File: src/rtl/agu_pkg.sv
package agu_pkg;
  localparam int unsigned ADDR_W  = 64;
  localparam int unsigned WORD_W  = 32;
  localparam int unsigned SCALE_W = 2;

  typedef enum logic [1:0] {
    EXT_NONE  = 2'b00,
    EXT_SWORD = 2'b01,
    EXT_ZWORD = 2'b10,
    EXT_RSVD  = 2'b11
  } ext_mode_e;
endpackage

File: src/rtl/agu_index_extend.sv
module agu_index_extend
  import agu_pkg::*;
#(
  parameter int unsigned W  = ADDR_W,
  parameter int unsigned HW = WORD_W
) (
  input  logic [W-1:0] raw_idx,
  input  logic [1:0]   mode,
  output logic [W-1:0] ext_idx
);
  localparam int unsigned UPPER = W - HW;

  logic [HW-1:0] low_part;
  assign low_part = raw_idx[HW-1:0];

  always_comb begin
    unique case (ext_mode_e'(mode))
      EXT_SWORD: ext_idx = {{UPPER{low_part[HW-1]}}, low_part};
      EXT_ZWORD: ext_idx = {{UPPER{1'b0}}, low_part};
      default:   ext_idx = raw_idx;
    endcase
  end
endmodule

File: src/rtl/agu_index_scale.sv
module agu_index_scale #(
  parameter int unsigned W   = 64,
  parameter int unsigned SCW = 2
) (
  input  logic [W-1:0]   idx,
  input  logic [SCW-1:0] shamt,
  output logic [W-1:0]   scaled
);
  localparam int unsigned NSHIFT = 1 << SCW;

  logic [W-1:0] cand [NSHIFT];

  for (genvar s = 0; s < NSHIFT; s++) begin : g_shift
    if (s == 0) begin : g_pass
      assign cand[s] = idx;
    end else begin : g_sh
      assign cand[s] = {idx[W-1-s:0], {s{1'b0}}};
    end
  end

  assign scaled = cand[shamt];
endmodule

File: src/rtl/agu_base_add.sv
module agu_base_add #(
  parameter int unsigned W = 64
) (
  input  logic [W-1:0] base,
  input  logic [W-1:0] offset,
  output logic [W-1:0] sum
);
  assign sum = base + offset;
endmodule

File: src/rtl/scaled_index_agu.sv
module scaled_index_agu
  import agu_pkg::*;
#(
  parameter int unsigned AW  = ADDR_W,
  parameter int unsigned HW  = WORD_W,
  parameter int unsigned SCW = SCALE_W
) (
  input  logic           clk,
  input  logic           rst,
  input  logic           in_valid,
  output logic           in_ready,
  input  logic [AW-1:0]  in_base,
  input  logic [AW-1:0]  in_index,
  input  logic [SCW-1:0] in_scale,
  input  logic [1:0]     in_ext,
  output logic           out_valid,
  output logic [AW-1:0]  out_addr
);
  localparam int unsigned UPPER = AW - HW;

  logic          ready_q;
  logic          accept;
  logic [AW-1:0] ext_idx;
  logic [AW-1:0] scaled_idx;
  logic [AW-1:0] sum_addr;

  assign in_ready = ready_q;
  assign accept   = in_valid & ready_q;

  agu_index_extend #(.W(AW), .HW(HW)) u_ext (
    .raw_idx (in_index),
    .mode    (in_ext),
    .ext_idx (ext_idx)
  );

  agu_index_scale #(.W(AW), .SCW(SCW)) u_scale (
    .idx    (ext_idx),
    .shamt  (in_scale),
    .scaled (scaled_idx)
  );

  agu_base_add #(.W(AW)) u_add (
    .base   (in_base),
    .offset (scaled_idx),
    .sum    (sum_addr)
  );

  always_ff @(posedge clk) begin
    if (rst) begin
      ready_q   <= 1'b0;
      out_valid <= 1'b0;
      out_addr  <= '0;
    end else begin
      ready_q   <= 1'b1;
      out_valid <= accept;
      out_addr  <= accept ? sum_addr : '0;
    end
  end

  // Handshake timing: one cycle from acceptance to result
  assert_one_cycle_R6: assert property (@(posedge clk) disable iff (rst)
    (in_valid && in_ready) |=> out_valid);

  // Idle edge leaves nothing stale on the output
  assert_no_stale_R9: assert property (@(posedge clk) disable iff (rst)
    !(in_valid && in_ready) |=> (!out_valid && out_addr == '0));

  // Reset clears the output and drops ready
  assert_reset_clear_R8: assert property (@(posedge clk)
    rst |=> (!out_valid && !in_ready && out_addr == '0));

  // Sign-extended index has a uniform upper part matching bit HW-1
  assert_sext_upper_R3: assert property (@(posedge clk) disable iff (rst)
    (in_ext == EXT_SWORD) |->
      ($countones(ext_idx[AW-1:HW-1]) == 0 || $countones(ext_idx[AW-1:HW-1]) == UPPER + 1));

  // Zero-extended index has an all-zero upper part
  assert_zext_upper_R4: assert property (@(posedge clk) disable iff (rst)
    (in_ext == EXT_ZWORD) |-> (ext_idx[AW-1:HW] == '0));

  // Unscaled full-width index is a plain wrapping sum one cycle later
  assert_plain_sum_R2: assert property (@(posedge clk) disable iff (rst)
    (in_valid && in_ready && in_ext == EXT_NONE && in_scale == '0)
      |=> (out_addr == $past(in_base) + $past(in_index)));
endmodule

File: config.mk
export PLATFORM = sky130hd
export DESIGN_NAME = scaled_index_agu
export DESIGN_NICKNAME = d
export VERILOG_FILES = /design/src/rtl/agu_pkg.sv /design/src/rtl/agu_index_extend.sv /design/src/rtl/agu_index_scale.sv /design/src/rtl/agu_base_add.sv /design/src/rtl/scaled_index_agu.sv
export SDC_FILE = /design/constraint.sdc
export NUM_CORES = 1
export LEC_CHECK = 0
export ABC_CLOCK_PERIOD_IN_PS = 5900
export BUFFER_PORTS_ARGS = -buffer_cell sky130_fd_sc_hd__buf_4
export CAP_MARGIN = 0
export CORE_MARGIN = 3
export CORE_UTILIZATION = 45
export DETAILED_ROUTE_END_ITERATION = 10
export HOLD_SLACK_MARGIN = 0.12
export PLACE_DENSITY = 0.83
export SKIP_LAST_GASP = 1
export SLEW_MARGIN = 10
export SYNTH_ARGS = -nofsm -noshare
export SYNTH_HDL_FRONTEND = slang
export SYNTH_SLANG_ARGS = --single-unit
File: constraint.sdc
create_clock -name clk -period 5.9 [get_ports clk]
set_input_delay 0.885 -clock clk [delete_from_list [all_inputs] [get_ports clk]]
set_output_delay 0.885 -clock clk [all_outputs]
set_load 0.02 [all_outputs]
# Word-level counts from Yosys, hierarchy flattened
# Cells that the tools add are included.
# word_totals
romBits,0
ramBits,0
mem_count,0
in_bits,135
word_cells,16
ff_bits,66
latchBits,0
# op_classes
add_sub_neg,1
bitwise_logic,3
n_eq_ne,2
order_cmp,1
mul,0
n_mux,5
reduce_logical,1
shifts,0
n_div,0
# op_table
cell,count
64-bit binary-select mux with 2-bit select,1
64-bit 2-to-1 mux,2
64-bit one-hot mux with 2 select lines,1
64-bit adder,1
3-bit greater-or-equal comparator (second input constant),1
2-bit NOT with 3-bit output,1
2-bit by 1-bit == test with 1-bit output (second input constant),1
2-bit == test (second input constant),1
2-bit OR reduction,1
1-bit AND,1
1-bit 2-to-1 mux,1
1-bit NOT,1

# Longest topological paths before layout
# Gate-level depths: netlist (run 1).
# logic_depth
ltp_word,6
depth_mapped,19
mapped_depth_nobuf,16

# Modules after synthesis
# A second synthesis (run 1) with hierarchy kept.
# unflattened
cells_unflattened,944
hier_area_um2,8222.9
# by_module_without_submodules
module,cells_each,instances,area_each_um2
agu_base_add,575,1,4010.1
scaled_index_agu,153,1,2128.3
agu_index_scale,141,1,1443.9
agu_index_extend,75,1,640.6

# Worst setup path after synthesis (run 1)
# No wires, ideal clock.
# synth_timing
kind,input-to-reg
from,in in_scale[0]
to,reg out_addr[56]
setup_slack_ns,0.848
t_arrival_ns,4.993
path_stages,17
path_buffers,4
cell_sequence,clkbuf_1 -> clkbuf_1 -> buf_1 -> clkbuf_1 -> mux2i_1 -> nor2_1 -> fa_1 -> a211oi_2 -> o21ai_1 -> a21oi_2 -> o21ai_1 -> a221o_1 -> a21o_1 -> a41o_1 -> a211o_1 -> a211oi_2 -> a31o_1
# synth_between
elab_chain_len,5
# synth_lines
item,line,source
from (decl),scaled_index_agu.sv:14,"input logic [SCW-1:0] in_scale,"
2-bit NOT with 3-bit output (implied by the code),agu_index_scale.sv:21,assign scaled = cand[shamt];
64-bit binary-select mux with 2-bit select,agu_index_scale.sv:21,
64-bit 2-to-1 mux (implied by the code) (2 in a row),agu_index_scale.sv:21,
64-bit adder,agu_base_add.sv:8,assign sum = base + offset;
to (signal assigned),scaled_index_agu.sv:56,out_addr <= accept ? sum_addr : '0;
to (decl),scaled_index_agu.sv:17,output logic [AW-1:0] out_addr
# Every way passes these cells. The select of a mux whose other input is x is not followed.
# A chain may end at the register's enable or synchronous reset.

# Worst setup path after layout (run 1)
# layout_timing
from,in in_scale[1]
to,reg out_addr[58]
# Same word-level chain as after synthesis.

==> results of run 1 <==
[where the power goes]
group	switching [W]	internal (W)
logic	0.000579	0.000444
registers	0.0000101	0.000475
clock network	0.000219	0.000348
[critical path: cells and delay by family]
kind | cells | cell delay, ns
compound gates | 8 | 1.81
fa+ha+maj | 1 | 0.38
buf+inv | 2 | 0.93
mux | 2 | 0.60
simple gates | 1 | 0.24
[state kept, by name, summed over array words and instances (netlist names)]
| signal | cells |
|---|---|
| in_ready | 1 |
| out_valid | 1 |
| out_addr | 64 |
[final timing paths]
path	from	endpoint	slack, ns	cells after the start
max	in_scale[1]	out_addr[58]	1.32	14
min	rst	in_ready	0.71	2
max reg2reg	in_ready	out_addr[60]	3.86	4
min reg2reg	in_ready	out_addr[11]	0.87	2
[logic make-up (layout without fill, tap and decap cells)]
logic type | count (synthesis) | count (layout) | share of synthesized area
xor+xnor | 49 | 49 | 0.06103
mux | 97 | 97 | 0.1936
buf+inv | 71 | 244 | 0.04039
flops | 66 | 66 | 0.1879
compound gates | 271 | 271 | 0.2415
other cells | 0 | 1 | 0
fa+ha+maj | 66 | 66 | 0.1185
simple gates | 232 | 232 | 0.1571
[routing by layer]
metal / global-route usage / share of wire / vias to the layer above
li1: - / - / 3510
met1: 0.3231 / 0.42 / 3380
met2: 0.3996 / 0.46 / 353
met3: 0.03862 / 0.074 / 75
met4: 0.1313 / 0.047 / 0
met5: 0 / 0 / -
[stage by stage]
stage	power (W)	area, um^2
floorplan	0.001206	7032
detailed placement	0.001492	8655
finish	0.002076	8962
global route	0.002187	8962
global placement	0.001486	8655
CTS	0.002063	8960
[Yosys cell counts, types with 3 or more instances]
cell type | count | area share
a211oi_1 | 8 | 0.0085
a21o_1 | 32 | 0.034
a21oi_1 | 111 | 0.079
a31oi_1 | 7 | 0.0062
a41oi_1 | 3 | 0.0037
and2_1 | 7 | 0.0062
and3_1 | 7 | 0.0062
and4_1 | 4 | 0.0050
buf_1 | 6 | 0.0032
buf_2 | 4 | 0.0028
clkbuf_1 | 35 | 0.019
dfxtp_1 | 66 | 0.19
ha_1 | 65 | 0.12
inv_1 | 23 | 0.012
mux2_2 | 32 | 0.051
mux2i_1 | 37 | 0.053
mux4_2 | 28 | 0.090
nand2_1 | 56 | 0.030
nand2b_1 | 7 | 0.0062
nand3_1 | 16 | 0.011
nand4_1 | 14 | 0.012
nor2_1 | 77 | 0.041
nor2b_1 | 4 | 0.0036
nor3_1 | 24 | 0.017
o21a_1 | 11 | 0.012
o21ai_0 | 44 | 0.031
o21ai_1 | 7 | 0.0050
o21bai_1 | 13 | 0.014
o221ai_1 | 3 | 0.0037
o31ai_1 | 3 | 0.0032
or2_2 | 3 | 0.0027
xnor2_1 | 25 | 0.031
xor2_1 | 24 | 0.030
[layout by cell type, fill, tap and decap left out, types with 28 or more instances in the layout]
cell type  synthesis  layout
nor2_1            77      77
buf_4              1     204
mux2_2            32      32
dfxtp_1           66      66
mux2i_1           37      37
a21oi_1          111     111
mux4_2            28      28
a21o_1            32      32
ha_1              65      65
nand2_1           56      56
o21ai_0           44      44
[area by class of cell]
type / count / area [um^2]
fill: 1352 / 6296
multi-input combinational: 715 / 5431
timing repair buffer: 205 / 1551
sequential: 66 / 1321
tap: 211 / 264.0
clock buffer: 11 / 252.7
inverter: 23 / 86.33
clock inverter: 5 / 52.55
antenna: 1 / 2.502
==> qor.csv, run 1 <==
stage,metric,value,unit
worst_setup_path,cp.arrival,4.85,ns
clock_network,clkTransAtPathRegs,0.06,ns
power,vdd_drop_max,0.1322,mV
worst_setup_path,cp-start-kind,primary input,
outcome,status,"complete, no violations",
worst_setup_path,cp_cell_sequence,"buf_4, buf_4, mux4_2, ha_1, a21o_1, a21oi_1, o21bai_1, a211oi_1, o21ai_0, o2bb2ai_1, o21ai_1, nand3_1, o31ai_1, mux2i_1",
placement,port_buffers,200,
sta,fin_ws,1.319,ns
sta,skew,0.005510,ns
grt,grt_max_degree,42,
floorplan,chipWidth,131.0,um
clock_network,worst_skew_pair.late_latency,0.34,ns
sta,rsz0062_at_grt,no,
grt,gr-total-overflow,0,
worst_setup_path,slowest_stage,buf_4,
clock_network,cts-resized-gates,0,
finish,syn_to_final_growth,27.46,%
sta,drv_slew,0,
drt,vias_per_cell,5.916,
finish,final_layout_size_suffix_gt1_frac,0.2907,
sta,min_period,4.581,ns
synthesis,synthCells,852,
placement,pre_cts_ws,1.052,ns
placement,placed_cells,1220,
drt,first_iter_violations,704,
floorplan,ioPinCount,201,
clock_network,cts-hold-fix-buffers,0,
synthesis,synth-main-ff-cell,dfxtp_1,
worst_setup_path,cpMostUsedCell,buf_4,
clock_network,h-tree-depth,3,
sta,slew_headroom,0.4019,
grt,grt_use_total,0.2493,
worst_setup_path,slowest_delay,0.50,ns
worst_setup_path,crit_path_end_kind,register,
floorplan,num_rows,45,
grt,grt_pass1_vias,6890,
placement,hpwl,17.78,mm
grt,antenna_found_initial,1,
flow_run,cap_viol_max_count,0,
synthesis,synth.avg_cell_area,8.253,um^2
sta,worst_pin_slew,0.8966,ns
synthesis,synth_area,7032,um^2
sta,hold_violations,0,
clock_network,cts_sinks,66,
floorplan,floorplan.initialDensity,0.4608,
grt,grt_pass1_wl,33.89,mm
synthesis,ys_types,70,
worst_setup_path,cp_max_fo,40,
sta,fin_hold_ws,0.7069,ns
floorplan,core,15260,um^2
drt,drcViolationCount,0,
synthesis,synth-edff-count,0,
clock_network,cts_setup_buffers,0,
clock_network,tritoncts,yes,
power,power.density,231.6,nW/um^2
drt,drt-total-wl,22.49,mm
finish,fin_cells,1237,
power,leakage,4.135,nW
floorplan,die_h,131.0,um
worst_setup_path,required,6.17,ns
finish,fin_util,0.5874,
sta,fin_crit_sh,0.7764,
clock_network,numCtsBuffers,9,
drt,antenna_left,0,
worst_setup_path,worstSetupPathType,primary input to register,
floorplan,dieArea,17160,um^2
worst_hold_path,hp-class,primary input to register,
clock_network,cts_root_buf,clkbuf_16,
clock_network,clk_path_buf_depth,2,
sta,max_freq,218.3,MHz
placement,routabilityCongestion,0.9635,
synthesis,ys_ff_latch,66,
synthesis,seq_area_frac_synth,0.1879,
sta,setup_viol,0,
synthesis,yosys_warnings,0,
synthesis,syn_nets,1053,
drt,first_pass_iters,6,
sta,setup_tns,0,ns
synthesis,async_flop_share,0,
drt,via_count,7318,
drt,wire_per_inst,18.18,um
finish,layout.nets,1221,
Note: power is estimated with default switching activity, not from simulation.
==> run 2, diff against run 1 <==
ABC_CLOCK_PERIOD_IN_PS = 4300   (was 5900)
clock period = 4.3 ns   (was 5.9 ns; I/O delays follow)
==> run 2 against run 1 <==
Against the previous run: sequential share of layout area decreased by 0.27 points; wire length increased by 0.27%; design area increased by 1.9%; clock skew increased by 0.0060 ns; core utilization increased by 1.1 points; worst hold slack got worse by 0.24 ns; clock power increased by 23%; global-route usage increased by 0.64 points.
==> qor.csv, run 2 (synthesized netlist as in run 1, its figures left out) <==
stage,metric,value,unit
floorplan,floorplan.initialDensity,0.4608,
clock_network,cts-hold-fix-buffers,0,
clock_network,h-tree-depth,3,
worst_setup_path,crit_path_end_kind,register,
worst_setup_path,required,4.58,ns
floorplan,ioPinCount,201,
sta,worst_pin_slew,0.7395,ns
worst_setup_path,slowest_delay,0.50,ns
finish,fin_util,0.5983,
grt,grt_max_degree,33,
sta,min_period,4.032,ns
sta,skew,0.01147,ns
finish,final_cell_mix,"223 x buf_4, 111 x a21oi_1, 77 x nor2_1, 66 x dfxtp_1, 65 x ha_1",
clock_network,clkTransAtPathRegs,0.06,ns
clock_network,numCtsBuffers,9,
finish,largest_register_ffs,64,
clock_network,cts_setup_buffers,0,
finish,final_layout_size_suffix_gt1_frac,0.3040,
power,leakage,4.241,nW
finish,register_area,1321,um^2
clock_network,worst_skew_pair.late_latency,0.35,ns
finish,fin_area,9129,um^2
outcome,status,"complete, no violations",
finish,insertedDiodeCount,0,
sta,max_freq,248.0,MHz
floorplan,core,15260,um^2
worst_setup_path,cp_cell_sequence,"buf_4, buf_4, mux4_2, ha_1, a21oi_1, o21ai_0, o21ai_0, a311oi_1, o211a_1, nor4b_1, o31a_1, o21ai_1, mux2i_1",
placement,hpwl,18.09,mm
placement,routabilityCongestion,0.9528,
drt,first_pass_iters,5,
drt,vias_per_cell,5.874,
placement,placed_cells,1242,
flow_run,cap_viol_max_count,0,
clock_network,tritoncts,yes,
worst_setup_path,critical_path.top_delay_family,compound AO/OA/AOI/OAI gates,
placement,port_buffers,200,
drt,drt-total-wl,22.55,mm
drt,antenna_left,0,
finish,largest_register,out_addr,
power,power.density,308.3,nW/um^2
drt,via_count,7383,
worst_setup_path,path_buf_inv,2,
power,vdd_drop_max,0.2014,mV
drt,first_iter_violations,494,
drt,wire_per_inst,17.94,um
placement,pre_cts_ws,-0.02031,ns
placement,place_area,8857,um^2
worst_setup_path,cp_max_fo,10,
floorplan,die_h,131.0,um
clock_network,cts_root_buf,clkbuf_16,
grt,grt_pass1_vias,7094,
sta,rsz0062_at_grt,no,
clock_network,cts_sinks,66,
finish,fillers,1337,
worst_setup_path,cp.arrival,4.31,ns
floorplan,dieArea,17160,um^2
grt,antenna_found_initial,0,
clock_network,cts-resized-gates,0,
sta,fin_ws,0.2683,ns
floorplan,num_rows,45,
power,power,0.002814,W
drt,drcViolationCount,0,
finish,fin_cells,1257,
sta,slew_headroom,0.5065,
floorplan,chipWidth,131.0,um
sta,hold_violations,0,
finish,final_common_cell,buf_4,
worst_hold_path,hp-class,primary input to register,
sta,setup_viol,0,
grt,grt_pass1_wl,34.87,mm
clock_network,clk_path_buf_depth,2,
worst_setup_path,slowest_stage,mux4_2,
grt,gr-total-overflow,0,
finish,layout.nets,1243,
sta,fin_crit_sh,0.9376,
sta,drv_slew,0,
grt,grt_use_total,0.2557,
finish,multi_input_area,5431,um^2
finish,syn_to_final_growth,29.82,%
worst_setup_path,worstSetupPathType,primary input to register,
worst_setup_path,cp-start-kind,primary input,
[run 2: worst paths after layout]
check / from / to / slack, ns / depth (start not counted)
setup / recovery: in_scale[0] / out_addr[63] / 0.27 / 13
hold / removal: rst / in_ready / 0.46 / 2
setup reg to reg: in_ready / out_addr[60] / 2.32 / 5
hold reg to reg: in_ready / out_addr[51] / 0.99 / 2
[run 2: routing by layer]
metal | GRT usage | up-vias | part of all wire
li1 | - | 3543 | -
met1 | 0.3237 | 3434 | 0.43
met2 | 0.4382 | 353 | 0.48
met3 | 0.03496 | 53 | 0.068
met4 | 0.1028 | 0 | 0.031
met5 | 0 | - | 0
[run 2: metrics by stage]
step / hold WS [ns] / setup TNS, ns
global route: 0.4703 / 0
detailed placement: 0.8245 / -0.03707
finish: 0.4631 / 0
global placement: 0.8197 / 0
floorplan: 0.7195 / 0
CTS: 0.4531 / 0
[run 2: area by class of cell]
type | count | area share
clock buffers | 12 | 0.02810
clock inverters | 3 | 0.001645
inverters | 23 | 0.009457
multi-input cells | 715 | 0.5950
flip-flops and latches | 66 | 0.1447
well taps | 211 | 0.02892
repair buffers | 227 | 0.1922
[run 2: power by group]
part / switching, W / total, W / internal (W) / leakage [nW]
clock: 0.000282 / 0.000697 / 0.000415 / 0.138
sequential: 0.0000137 / 0.000666 / 0.000652 / 0.538
combinational: 0.000808 / 0.00145 / 0.000643 / 3.57
==> run 3, diff against run 2 <==
--- a/config.mk
+++ b/config.mk
@@ -8,3 +8,2 @@
 export ABC_CLOCK_PERIOD_IN_PS = 4300
-export BUFFER_PORTS_ARGS = -buffer_cell sky130_fd_sc_hd__buf_4
 export CAP_MARGIN = 0
@@ -13,4 +12,5 @@
 export DETAILED_ROUTE_END_ITERATION = 10
+export DONT_BUFFER_PORTS = 1
 export HOLD_SLACK_MARGIN = 0.12
-export PLACE_DENSITY = 0.83
+export PLACE_DENSITY = 0.72
 export SKIP_LAST_GASP = 1
--- a/constraint.sdc
+++ b/constraint.sdc
@@ -3,2 +3,2 @@
 set_output_delay 0.645 -clock clk [all_outputs]
-set_load 0.02 [all_outputs]
+set_load 0.01 [all_outputs]
==> run 3 against run 2 <==
Against the previous run: core utilization down 11 points; fmax up 6.1%; non-clock buffer count down 220; clock-buffer cell count up 1; die area unchanged; highest routed layer is now met5; wire length down 9.4%; clock skew about the same; first-iteration DRC count down 5.5%.
==> qor.csv, run 3 (synthesized netlist as in run 1, its figures left out) <==
stage,metric,value,unit
clock_network,clk_path_buf_depth,2,
grt,grt_pass1_vias,5933,
worst_setup_path,crit_path_end_kind,register,
power,leakage,3.143,nW
outcome,status,"complete, no violations",
worst_setup_path,required,4.52,ns
finish,final_cell_mix,"111 x a21oi_1, 77 x nor2_1, 66 x dfxtp_1, 65 x ha_1, 56 x nand2_1",
clock_network,cts_root_buf,clkbuf_16,
sta,rsz0062_at_grt,no,
clock_network,numCtsBuffers,9,
finish,layout.nets,1023,
worst_setup_path,timing.rr.start,in_ready,
worst_setup_path,cp_max_fo,8,
grt,antenna_found_initial,1,
placement,place_area,7156,um^2
clock_network,h-tree-depth,3,
finish,fin_cells,1037,
power,power.density,348.1,nW/um^2
sta,min_period,3.799,ns
finish,fillers,1500,
power,internal_power,0.001634,W
clock_network,clkTransAtPathRegs,0.06,ns
sta,hold_violations,0,
finish,final_layout_size_suffix_gt1_frac,0.1186,
worst_hold_path,hp-class,primary input to register,
drt,vias_per_cell,6.241,
drt,via_count,6472,
worst_setup_path,r2r_setup_slack,2.32,ns
worst_hold_path,hold_depth,1,
drt,wire_per_inst,19.69,um
power,p_seq_frac,0.266,
clock_network,cts_setup_buffers,0,
sta,max_freq,263.2,MHz
sta,slew_headroom,0.5302,
worst_setup_path,rr_endpoint,out_addr[60],
grt,grt_use_total,0.2346,
power,power_switching,0.0009630,W
power,netSwitchingFraction,0.3707,
floorplan,floorplan.initialDensity,0.4608,
flow_run,cap_viol_max_count,0,
drt,first_pass_iters,7,
floorplan,chipWidth,131.0,um
worst_hold_path,holdPathEnd,in_ready,
power,vdd_drop_max,0.1850,mV
grt,grt_pass1_wl,31.60,mm
clock_network,worst_skew_pair.late_latency,0.34,ns
worst_setup_path,ff2ff_path_depth,6,
power,p_clk_frac,0.297,
floorplan,core,15260,um^2
sta,setup_tns,0,ns
clock_network,tritoncts,yes,
finish,final_common_cell,a21oi_1,
finish,syn_to_final_growth,6.103,%
worst_setup_path,cp.arrival,4.02,ns
finish,largest_register,out_addr,
worst_setup_path,worstSetupPathType,primary input to register,
placement,routabilityCongestion,1.002,
worst_hold_path,min_from,rst,
finish,insertedDiodeCount,0,
floorplan,die_h,131.0,um
sta,setup_viol,0,
floorplan,dieArea,17160,um^2
worst_setup_path,cp-start-kind,primary input,
grt,gr-total-overflow,0,
clock_network,cts_sinks,66,
finish,largest_register_ffs,64,
floorplan,ioPinCount,201,
drt,drt-total-wl,20.42,mm
sta,skew,0.01176,ns
drt,antenna_left,0,
placement,hpwl,16.28,mm
finish,fin_area,7461,um^2
drt,first_iter_violations,467,
floorplan,num_rows,45,
placement,placed_cells,1022,
sta,worst_pin_slew,0.7047,ns
clock_network,cts-resized-gates,0,
sta,fin_crit_sh,0.8835,
clock_network,cts-hold-fix-buffers,0,
sta,drv_slew,0,
placement,port_buffers,0,
power,pwr-share-comb,0.438,
drt,drcViolationCount,0,
power,power,0.002597,W
grt,grt_max_degree,70,
-- run 3: cell count changes in the layout (fill, tap and decap cells not counted) --
cell	previous run	this run
buf_12	4	0
clkbuf_8	2	3
bufinv_16	0	1
clkinv_2	3	1
buf_4	223	7
-- run 3: worst max-delay path by stage --
stage / endpoint / from / slack [ns]
4_1_cts: out_addr[49] / in_scale[0] / 0.58
3_3_place_gp: out_addr[49] / in_scale[0] / 0.24
3_5_place_dp: out_addr[49] / in_scale[0] / 0.22
2_1_floorplan: out_addr[56] / in_scale[0] / 0.03
5_1_grt: out_addr[52] / in_ext[1] / 0.30
6_report: out_addr[60] / in_ext[1] / 0.50
-- run 3: per-stage QoR --
step	setup WS [ns]	hold slack, ns	util
after floorplan	0.03153	0.7195	-
after global placement	0.2434	0.7352	0.4690
final	0.5008	0.3831	0.4890
after detailed placement	0.2212	0.7423	0.4690
after CTS	0.5835	0.3742	0.4890
after global routing	0.2953	0.3809	0.4890
-- run 3: power by group through the flow --
stage               registers, W  logic [W]  clock network (W)
floorplan               0.000696   0.000930                  0
global placement        0.000705    0.00111                  0
detailed placement      0.000705    0.00111                  0
CTS                     0.000692    0.00112           0.000791
global route            0.000696    0.00126           0.000814
finish                  0.000691    0.00114           0.000770
-- run 3: final cells by class --
cell class / instances / area, um^2 / area share
inverter: 23 / 86.33 / 0.01157
sequential: 66 / 1321 / 0.1771
timing repair buffer: 7 / 52.55 / 0.007043
multi-input combinational: 715 / 5431 / 0.7280
tap: 211 / 264.0 / 0.03538
clock buffer: 13 / 270.3 / 0.03622
clock inverter: 2 / 35.03 / 0.004696
-- run 3: per-layer routing --
metal / share of wire / wire, um / track usage
met1: 0.42 / 8616 / 0.3049
met2: 0.45 / 9212 / 0.3719
met3: 0.094 / 1926 / 0.06220
met4: 0.031 / 639 / 0.09074
met5: 0.00098 / 20 / 0
-- run 3: critical path, stage by stage --
cell	delay, ns
inv_1	0.02
ha_1	0.20
and2_0	0.30
a21oi_1	0.24
mux2i_1	0.11
ha_1	0.38
a21oi_1	0.21
o21ai_1	0.11
a21o_1	0.18
a21oi_1	0.19
o21ai_0	0.18
a221o_1	0.35
a41o_1	0.25
a31oi_1	0.38
or4_1	0.19
nand3_1	0.08
